`src/rtl/bcd7_pkg.sv`:
```
package bcd7_pkg;

   typedef logic [6:0] seg_t;   // bit 0 = a ... bit 6 = g, active low

   localparam seg_t SEG_DARK = 7'h7F;
   localparam seg_t SEG_FULL = 7'h00;

   // Lit segments in active-high form, then inverted for the pins.
   function automatic seg_t glyph_n(input logic [3:0] code);
      logic [6:0] lit;
      case (code)
         4'd0:    lit = 7'h3F;
         4'd1:    lit = 7'h06;
         4'd2:    lit = 7'h5B;
         4'd3:    lit = 7'h4F;
         4'd4:    lit = 7'h66;
         4'd5:    lit = 7'h6D;
         4'd6:    lit = 7'h7D;
         4'd7:    lit = 7'h07;
         4'd8:    lit = 7'h7F;
         4'd9:    lit = 7'h6F;
         default: lit = 7'h40;   // out-of-range code: middle bar only
      endcase
      return ~lit;
   endfunction

endpackage

```
`src/rtl/bcd7_cell.sv`:
```
module bcd7_cell
   import bcd7_pkg::*;
(
   input  logic [3:0] code_i,
   input  logic       lamp_n_i,
   input  logic       rbi_n_i,
   input  logic       bi_n_i,
   output seg_t       seg_n_o,
   output logic       rbo_n_o
);

   logic zero_hit;

   always_comb begin
      zero_hit = (code_i == 4'd0) && !rbi_n_i && lamp_n_i;
      if (!bi_n_i) begin
         seg_n_o = SEG_DARK;
         rbo_n_o = 1'b0;
      end else if (!lamp_n_i) begin
         seg_n_o = SEG_FULL;
         rbo_n_o = 1'b1;
      end else if (zero_hit) begin
         seg_n_o = SEG_DARK;
         rbo_n_o = 1'b0;
      end else begin
         seg_n_o = glyph_n(code_i);
         rbo_n_o = 1'b1;
      end

      AST_BLANK_DARK: assert (bi_n_i || (seg_n_o == 7'h7F && !rbo_n_o));
      AST_LAMP_FULL: assert (!bi_n_i || lamp_n_i || (seg_n_o == 7'h00 && rbo_n_o));
      AST_RIPPLE_ZERO: assert (!bi_n_i || !lamp_n_i || rbi_n_i || code_i != 4'd0
                               || (seg_n_o == 7'h7F && !rbo_n_o));
      AST_RBO_ONLY_WHEN_DARK: assert (rbo_n_o || seg_n_o == 7'h7F);
      AST_BAD_CODE_NOT_FULL: assert (!bi_n_i || !lamp_n_i || code_i < 4'd10
                                     || seg_n_o != 7'h00);
   end

endmodule

```
`src/rtl/bcd7_display.sv`:
```
module bcd7_display
   import bcd7_pkg::*;
#(
   parameter int INT_DIGITS  = 4,
   parameter int FRAC_DIGITS = 2
) (
   input  logic [4*(INT_DIGITS+FRAC_DIGITS)-1:0] digits_i,
   input  logic                                  lamp_test_n,
   input  logic                                  blank_n,
   input  logic                                  lead_en,
   input  logic                                  trail_en,
   output logic [7*(INT_DIGITS+FRAC_DIGITS)-1:0] seg_n_o,
   output logic [INT_DIGITS+FRAC_DIGITS-1:0]     blank_chain_n
);

   localparam int NUM   = INT_DIGITS + FRAC_DIGITS;
   localparam int UNITS = FRAC_DIGITS;

   if (INT_DIGITS < 1) begin : g_bad_int
      $error("bcd7_display: INT_DIGITS must be at least 1");
   end
   if (FRAC_DIGITS < 0) begin : g_bad_frac
      $error("bcd7_display: FRAC_DIGITS must not be negative");
   end

   logic [NUM-1:0] chain_n;

   for (genvar k = 0; k < NUM; k++) begin : g_pos
      logic rbi_n;

      if (k == UNITS) begin : g_units
         assign rbi_n = 1'b1;              // units digit always shown
      end else if (k == NUM - 1) begin : g_msd
         assign rbi_n = ~lead_en;          // head of the leading chain
      end else if (k > UNITS) begin : g_int
         assign rbi_n = chain_n[k+1];      // fed from the next higher digit
      end else if (k == 0) begin : g_lsd
         assign rbi_n = ~trail_en;         // head of the trailing chain
      end else begin : g_frac
         assign rbi_n = chain_n[k-1];      // fed from the next lower digit
      end

      bcd7_cell u_cell (
         .code_i   (digits_i[4*k +: 4]),
         .lamp_n_i (lamp_test_n),
         .rbi_n_i  (rbi_n),
         .bi_n_i   (blank_n),
         .seg_n_o  (seg_n_o[7*k +: 7]),
         .rbo_n_o  (chain_n[k])
      );
   end

   assign blank_chain_n = chain_n;

endmodule

```
`config.mk`:
```
export PLATFORM = sky130hd
export DESIGN_NAME = bcd7_display
export DESIGN_NICKNAME = d
export VERILOG_FILES = /design/src/rtl/bcd7_pkg.sv /design/src/rtl/bcd7_cell.sv /design/src/rtl/bcd7_display.sv
export SDC_FILE = /design/constraint.sdc
export NUM_CORES = 1
export LEC_CHECK = 0
export CAP_MARGIN = 20
export CORE_ASPECT_RATIO = 0.8
export CORE_MARGIN = 2
export CORE_UTILIZATION = 40
export DETAILED_ROUTE_END_ITERATION = 10
export PLACE_DENSITY = 0.78
export SLEW_MARGIN = 20
export SYNTH_ARGS = -nofsm -noshare
export SYNTH_HDL_FRONTEND = slang
export SYNTH_HIERARCHICAL = 1
export SYNTH_SLANG_ARGS = --single-unit
```
`constraint.sdc`:
```
create_clock -name vclk -period 3.5
set_clock_uncertainty 0.05 [all_clocks]
set_input_delay 0.35 -clock vclk [all_inputs]
set_output_delay 0.35 -clock vclk [all_outputs]
set_load 0.01 [all_outputs]
```
=== Word level (Yosys, flattened, before mapping) ===
Memory sizes are Yosys's and may differ from the RTL's.
Index checks and enable logic that the tools add are counted.

* Flip-flop bits (word level): 0
* ROM bits: 672
* Input bits: 28
* Output and inout port bits: 48
* Word-level logic and storage cells: 80
* Memories: 6

{| class="wikitable"
|+ Memory list
! memory !! words !! bits a word !! read ports !! clocked after memory_dff !! write ports !! line !! text
|-
| (name not given) || 16 || 7 || 1 || 0 || 0 || bcd7_pkg.sv:11 || <nowiki>case (code)</nowiki>
|-
| (name not given) || 16 || 7 || 1 || 0 || 0 || bcd7_pkg.sv:11 ||
|-
| (name not given) || 16 || 7 || 1 || 0 || 0 || bcd7_pkg.sv:11 ||
|-
| (name not given) || 16 || 7 || 1 || 0 || 0 || bcd7_pkg.sv:11 ||
|-
| (name not given) || 16 || 7 || 1 || 0 || 0 || bcd7_pkg.sv:11 ||
|-
| (name not given) || 16 || 7 || 1 || 0 || 0 || bcd7_pkg.sv:11 ||
|}

* Multiplexer cells: 50
* Bitwise logic cells: 6
* Reductions and logical operators: 18

{| class="wikitable"
|+ Operator list
! cell !! number
|-
| $mux 7 || 34
|-
| $not 7->7 || 6
|-
| $logic_not 4->1 || 5
|-
| $mux 1 || 16
|-
| $logic_and 1x1->1 || 10
|-
| $logic_not 1->1 || 3
|}

=== Depth between registers and ports, before layout ===
Gate-level depths: netlist of run 1.

* Depth in word-level cells: 22
* Gate-level depth with buffers: 7

=== By module ===
Netlist of run 1, hierarchy kept.

{| class="wikitable"
|+ Modules (own cells, without submodules)
! module !! instances !! cells each !! area each (um^2)
|-
| bcd7_cell (g_pos[2].u_cell ...) || 4 || 30 || 255.2
|-
| bcd7_cell (g_pos[0].u_cell ...) || 2 || 29 || 252.7
|-
| bcd7_display || 1 || 6 || 33.8
|}

=== Worst setup path before layout of run 1 ===
No wires, ideal clock.

* Path type: in2out
* Start point: in digits_i[21]
* End point: out seg_n_o[27]
* Arrival time: 2.020 ns
* Data required time: 3.100 ns
* Setup slack: 1.080 ns
* Stages on the path: 7
* Path buffers: 0
* Path through: inv_1 > ha_1 > nand2b_4 > o31a_2 > o31a_2 > o31a_2 > o21ai_1

* Word-level cells in the longest chain between the ends: 18

{| class="wikitable"
|+ RTL lines
! what !! line !! text
|-
| start: declaration || bcd7_display.sv:7 || <nowiki>input logic [4*(INT_DIGITS+FRAC_DIGITS)-1:0] digits_i,</nowiki>
|-
| $logic_not 4->1 || bcd7_cell.sv:15 || <nowiki>zero_hit = (code_i == 4'd0) && !rbi_n_i && lamp_n_i;</nowiki>
|-
| $logic_and 1x1->1 (2 in series) || bcd7_cell.sv:15 ||
|-
| $mux 1 || bcd7_cell.sv:22 || <nowiki>end else if (zero_hit) begin</nowiki>
|-
| $mux 1 || bcd7_cell.sv:19 || <nowiki>end else if (!lamp_n_i) begin</nowiki>
|-
| $mux 1 || bcd7_cell.sv:16 || <nowiki>if (!bi_n_i) begin</nowiki>
|-
| named net g_pos[4].rbi_n || bcd7_display.sv:29 || <nowiki>logic rbi_n;</nowiki>
|-
| $logic_not 1->1 || bcd7_cell.sv:15 ||
|-
| $logic_and 1x1->1 (2 in series) || bcd7_cell.sv:15 ||
|-
| $mux 1 || bcd7_cell.sv:22 ||
|-
| $mux 1 || bcd7_cell.sv:19 ||
|-
| $mux 1 || bcd7_cell.sv:16 ||
|-
| named net g_pos[3].rbi_n || bcd7_display.sv:29 ||
|-
| $logic_not 1->1 || bcd7_cell.sv:15 ||
|-
| $logic_and 1x1->1 (2 in series) || bcd7_cell.sv:15 ||
|-
| $mux 7 || bcd7_cell.sv:22 ||
|-
| $mux 7 || bcd7_cell.sv:19 ||
|-
| $mux 7 || bcd7_cell.sv:16 ||
|-
| end: declaration || bcd7_display.sv:12 || <nowiki>output logic [7*(INT_DIGITS+FRAC_DIGITS)-1:0] seg_n_o,</nowiki>
|}

The timed path passes the listed nets, and every way through them passes these cells.

=== Final worst setup path of run 1 ===
* Start point: in digits_i[20]
* End point: out seg_n_o[23]

* Word-level cells in the longest chain between the ends: 18

{| class="wikitable"
|+ RTL lines
! what !! line
|-
| $logic_not 4->1 || bcd7_cell.sv:15
|-
| $logic_and 1x1->1 (2 in series) || bcd7_cell.sv:15
|-
| $mux 1 || bcd7_cell.sv:22
|-
| $mux 1 || bcd7_cell.sv:19
|-
| $mux 1 || bcd7_cell.sv:16
|-
| $logic_not 1->1 || bcd7_cell.sv:15
|-
| $logic_and 1x1->1 (2 in series) || bcd7_cell.sv:15
|-
| $mux 1 || bcd7_cell.sv:22
|-
| $mux 1 || bcd7_cell.sv:19
|-
| $mux 1 || bcd7_cell.sv:16
|-
| $logic_not 1->1 || bcd7_cell.sv:15
|-
| $logic_and 1x1->1 (2 in series) || bcd7_cell.sv:15
|-
| $mux 7 || bcd7_cell.sv:22
|-
| $mux 7 || bcd7_cell.sv:19
|-
| $mux 7 || bcd7_cell.sv:16
|}

No other way between the ends.

==> flow_summary.yaml, run 1 <==
outcome:
  outcome: "completed"
route:
  dr_wl_met2_mm: 1.67
  wl_met3_um: 187
  drt-initial-drc-count: 57
  viasPerCell: 4.90
  post-route-drc-count: 0
  wl_per_cell_um: 12.0
  vias: 1544
  antenna_left: 0
  drt-met1-wl_mm: 1.94
  maxUsedRoutingLayer: "met3"
  drt-total-wl_mm: 3.79
  drt-pass1-iter-count: 4
synth:
  synth_most_common_cell: "ha_1"
  synthSimpleGateAreaFrac: 0.181
  synth_top_area_cell: "ha_1"
  synth_area_mm2: 0.00156
  netlist_instances: 184
  muxShareOfSynthArea: 0.0385
  synth_cell_types: 27
  synth-compound-area-share: 0.427
  yosysWarnings: 6
  synth_xor_area_frac: 0
  netlist_top_cells_count: "ha_1, inv_1, nand2_1"
  synth_top_area_share: 0.241
  synth.area.top_cells: "ha_1, o311ai_4, nand2b_4"
  avgSynthCellArea_um2: 8.48
  ys_seq_area_frac: 0
  synthAdderAreaFrac: 0.241
  synth_top_family_by_area: "compound AO/OA/AOI/OAI gates"
worst_setup_path:
  cp_top_family: "compound AO/OA/AOI/OAI gates"
  worstPathCellList: "clkdlybuf4s50_1 > inv_2 > ha_2 > nand2b_4 > o31a_2 > o31a_2 > o311ai_4 > a31o_1 > clkdlybuf4s50_1"
  critPathKind: "in -> out"
  path_buf_inv: 3
  cp-end-kind: "output pin"
  cp-startpoint: "digits_i[20]"
  critical_path_required_ps: 3100
  worst_ep_arrival_time_ps: 2980
  cp_slowest_cell: "clkdlybuf4s50_1"
  crit_fanout: 5
  max_stage_delay_ps: 530
  startpoint_type: "primary input"
sta:
  finalCritPeriodShare: 0.965
  rsz0062_at_grt: "false"
  hold_viol: 0
  slew_violations: 0
  fmax_mhz: 296
  post-route-min-period_ps: 3380
  fin_tns_setup_ps: 0
  setup_viol: 0
  fin_ws_ps: 123
place:
  place_hpwl_mm: 3.15
  gp_congestion: 0.855
  dp_slack_ps: -14.8
  numPortBuffers: 76
  dpl_cell_area_mm2: 0.00236
die:
  dieArea_mm2: 0.00442
  start_util: 0.413
  num_rows: 20
  die-height_um: 59.9
  core_area_mm2: 0.00378
  die_x_um: 73.8
  ioPinCount: 76
power_and_ir_drop:
  clockPowerShare: 0
  p_int_mw: 0.166
  p_leak_nw: 1.07
  p_per_area_mw_per_mm2: 128
  power_switching_mw: 0.136
  ir_worst_vdd_uv: 65.8
  switching_share: 0.450
  power_frac_seq: 0
  power_frac_comb: 1.000
  power.total_mw: 0.303
global_routing:
  antenna_found_initial: 0
  grt_pass1_wl_mm: 6.21
  track_usage: 0.169
  grt_max_degree: 28
  grt_pass1_vias: 1375
  grt_overflow_total: 0
layout:
  postLayoutCellArea_mm2: 0.00237
  seq_cells: 0
  layout-drive-gt1-share: 0.169
  clockBufferCount: 0
  antenna_cells: 0
  seq_area_um2: 0
  area_growth_pct: 51.8
  nets: 320
clock_tree:
  post-cts-setup-buffers: 0
  postCtsHoldBufs: 0
hold_path:
  min_path_type: "in -> out"
  hp-start: "digits_i[15]"
run:
  maxCapViolations: 0
placed cells by master (no fill, tap or decap), types with 4 or more instances in the layout:
| cell type | n |
|---|---|
| ha_1 | 29 |
| clkdlybuf4s50_1 | 75 |
| buf_4 | 8 |
| nand2_1 | 12 |
| mux2i_1 | 6 |
| nand2b_1 | 4 |
| a21o_2 | 8 |
| a21oi_1 | 6 |
| nand3_1 | 4 |
| o311ai_4 | 6 |
| nand2b_4 | 8 |
| nor2_1 | 6 |
| o211ai_1 | 6 |
| inv_1 | 21 |
| nor2b_1 | 4 |
| o21ai_1 | 4 |
| a21boi_0 | 4 |
| o21bai_1 | 10 |
| nand2b_2 | 4 |
| a31o_1 | 8 |
| o31a_2 | 4 |
| o21ai_0 | 10 |
per-layer routing:
metal,vias to the layer above,global-route usage
met3,0,0.00843
met1,682,0.249
met4,0,0.00260
met5,-,0
met2,45,0.286
li1,817,-
cells by family (layout without fill, tap and decap cells):
group | count (synthesis) | in the layout
AO/OA/AOI/OAI | 74 | 74
AND/OR/NAND/NOR | 42 | 42
other | 1 | 2
multiplexers | 6 | 6
buffers and inverters | 31 | 106
adder cells (fa/ha/maj) | 30 | 30
layout make-up:
type	count	area, um2
fillers	344	1410
multi-input cells	154	1390
repair buffers	84	823
inverters	22	82.6
well taps	55	68.8
per-stage QoR:
stage               hold WS, ps  cells  utilization
floorplan                   769    185            -
detailed placement         1810    315        0.625
global placement           1820    315        0.625
CTS                        1820    315        0.625
finish                     1610    315        0.627
global route               1650    315        0.627
final timing paths:
path / to / slack [ps] / depth (start not counted)
worst max-delay path: seg_n_o[23] / 120 / 9
worst min-delay path: seg_n_o[21] / 1610 / 4
worst min-delay path, cell delays in order:
cell	delay, ps
clkdlybuf4s50_1	510
nand2b_2	190
o21bai_1	90
dlymetal6s2s_1	170
power groups by stage:
stage | combinational (mW) | clock (mW) | sequential (mW)
finish | 0.303 | 0 | 0
global route | 0.329 | 0 | 0
CTS | 0.304 | 0 | 0
detailed placement | 0.302 | 0 | 0
global placement | 0.300 | 0 | 0
floorplan | 0.159 | 0 | 0
what timing repair did:
| item | 4_1_cts | 5_1_grt |
|---|---|---|
| setup endpoints to repair | 1 | 3 |
| pin swaps | 1 | 1 |
| resized for setup | 0 | 3 |
(Power assumes the default switching activity.)
==> run 2: changes to the inputs <==
- CELL_PAD_IN_SITES_DETAIL_PLACEMENT: default -> 1
- CELL_PAD_IN_SITES_GLOBAL_PLACEMENT: default -> 2
- CORE_UTILIZATION: 40 -> 25
- PLACE_DENSITY: 0.78 -> 0.88
- SKIP_LAST_GASP: default -> 1
==> run 2 against run 1 <==
  * Combinational power grew 3%
  * Sequential share of layout area is the same
  * Cell count grew 8.3%
  * Power grew 3.2%
  * Core utilization shrank 22 points
  * Sequential cell count is the same
  * Critical path depth is the same
  * Worst setup slack lost 39 ps
  * Routed wire length grew 29%
  * Die area grew 56%
  * Non-clock buffer count is the same
  * Largest power group unchanged
==> flow_summary.yaml, run 2 (synthesis gave the netlist of run 1 again) <==
sta:
  rsz0062_at_grt: "false"
  setup_viol: 0
  fmax_mhz: 293
  slew_violations: 0
  hold_viol: 0
  finalCritPeriodShare: 0.976
  fin_tns_setup_ps: 0
  post-route-min-period_ps: 3420
layout:
  antenna_cells: 0
  finalNonFillerCells: 341
  clockBufferCount: 0
  final_cell_mix: "clkdlybuf4s50_1, ha_1, inv_1, nand2_1"
  nFillCells: 719
  layout-drive-gt1-share: 0.165
  nets: 320
  seq_cells: 0
  area_growth_pct: 54.5
  seq_area_um2: 0
  final_common_cell: "clkdlybuf4s50_1"
power_and_ir_drop:
  p_leak_nw: 1.07
  clockPowerShare: 0
  power_switching_mw: 0.144
  p_int_mw: 0.169
  switching_share: 0.460
  ir_worst_vdd_uv: 43.4
  power_frac_seq: 0
  p_per_area_mw_per_mm2: 130
  power_frac_comb: 1.000
hold_path:
  hold-path-cell-count: 4
  hp-start: "digits_i[3]"
  min_path_type: "in -> out"
  hold_end: "seg_n_o[4]"
die:
  start_util: 0.261
  core_area_mm2: 0.00597
  num_rows: 25
  die_x_um: 92.3
  ioPinCount: 76
  dieArea_mm2: 0.00689
  die-height_um: 74.7
worst_setup_path:
  cp_slowest_cell: "clkdlybuf4s50_1"
  worst_ep_arrival_time_ps: 3020
  cp-end-kind: "output pin"
  crit_fanout: 5
  critical_path_required_ps: 3100
  path_buf_inv: 3
  worstPathCellList: "clkdlybuf4s50_1 > inv_1 > ha_2 > nand2b_4 > o31a_2 > o31a_2 > o311ai_4 > o21bai_1 > clkdlybuf4s50_1"
  startpoint_type: "primary input"
  critPathKind: "in -> out"
  max_stage_delay_ps: 550
  cp_top_family: "compound AO/OA/AOI/OAI gates"
route:
  wl_per_cell_um: 14.3
  post-route-drc-count: 0
  antenna_left: 0
  vias: 1597
  drt-pass1-iter-count: 4
  drt-initial-drc-count: 22
  drt-total-wl_mm: 4.88
  viasPerCell: 4.68
clock_tree:
  post-cts-setup-buffers: 0
place:
  place_hpwl_mm: 4.06
  gp_congestion: 0.820
  numPortBuffers: 76
  dp_cells: 341
global_routing:
  grt_pass1_vias: 1641
  grt_max_degree: 28
  grt_pass1_wl_mm: 8.11
  antenna_found_initial: 0
  grt_overflow_total: 0
  track_usage: 0.139
run:
  maxCapViolations: 0
outcome:
  outcome: "completed"
run 2: area by class of cell:
cell class                 instances  area [um2]  share of cell area
tap                               81         101              0.0420
timing repair buffer              84         833               0.346
multi-input combinational        154        1390               0.578
inverter                          22        82.6              0.0343
run 2: worst max-delay path by stage:
| stage | start | endpoint | cells after the start |
|---|---|---|---|
| floorplan | digits_i[21] | seg_n_o[27] | 7 |
| global placement | digits_i[20] | seg_n_o[21] | 9 |
| detailed placement | digits_i[20] | seg_n_o[21] | 9 |
| CTS | digits_i[20] | seg_n_o[21] | 9 |
| global route | digits_i[20] | seg_n_o[21] | 9 |
| finish | digits_i[20] | seg_n_o[21] | 9 |
run 2: stage by stage:
| stage | worst slack (ps) | power (mW) | util | hold WS [ps] | cell area (um2) |
|---|---|---|---|---|---|
| finish | 83.1 | 0.313 | 0.404 | 1820 | 2410 |
| global route | 0.0622 | 0.342 | 0.404 | 1870 | 2410 |
| CTS | 5.43 | 0.316 | 0.403 | 1840 | 2410 |
| detailed placement | 13.6 | 0.314 | 0.403 | 1830 | 2410 |
| global placement | 76.1 | 0.311 | 0.403 | 1830 | 2410 |
| floorplan | 1080 | 0.159 | - | 769 | 1560 |
run 2: power groups by stage:
stage,clock [mW],sequential [mW],combinational (mW)
after floorplan,0,0,0.159
after CTS,0,0,0.316
after global placement,0,0,0.311
after global routing,0,0,0.342
after detailed placement,0,0,0.314
final,0,0,0.313
run 2: repair_timing:
| item | 4_1_cts | 5_1_grt |
|---|---|---|
| gates resized for setup | 0 | 1 |
| hold buffers | 0 | 0 |
| endpoints found under the setup margin | 0 | 6 |
run 2: layer usage:
layer  vias up  GRT usage  wire length, um
li1        813          -                -
met1       753      0.210             2490
met2        31      0.238             2270
met3         0    0.00400              113
met4         0          0                0
met5         -          0                0
==> run 3: changes to the inputs <==
- TNS_END_PERCENT: default -> 50
==> results of run 3 <==
The final DEF is identical to that of run 2; final timing and power are the same.
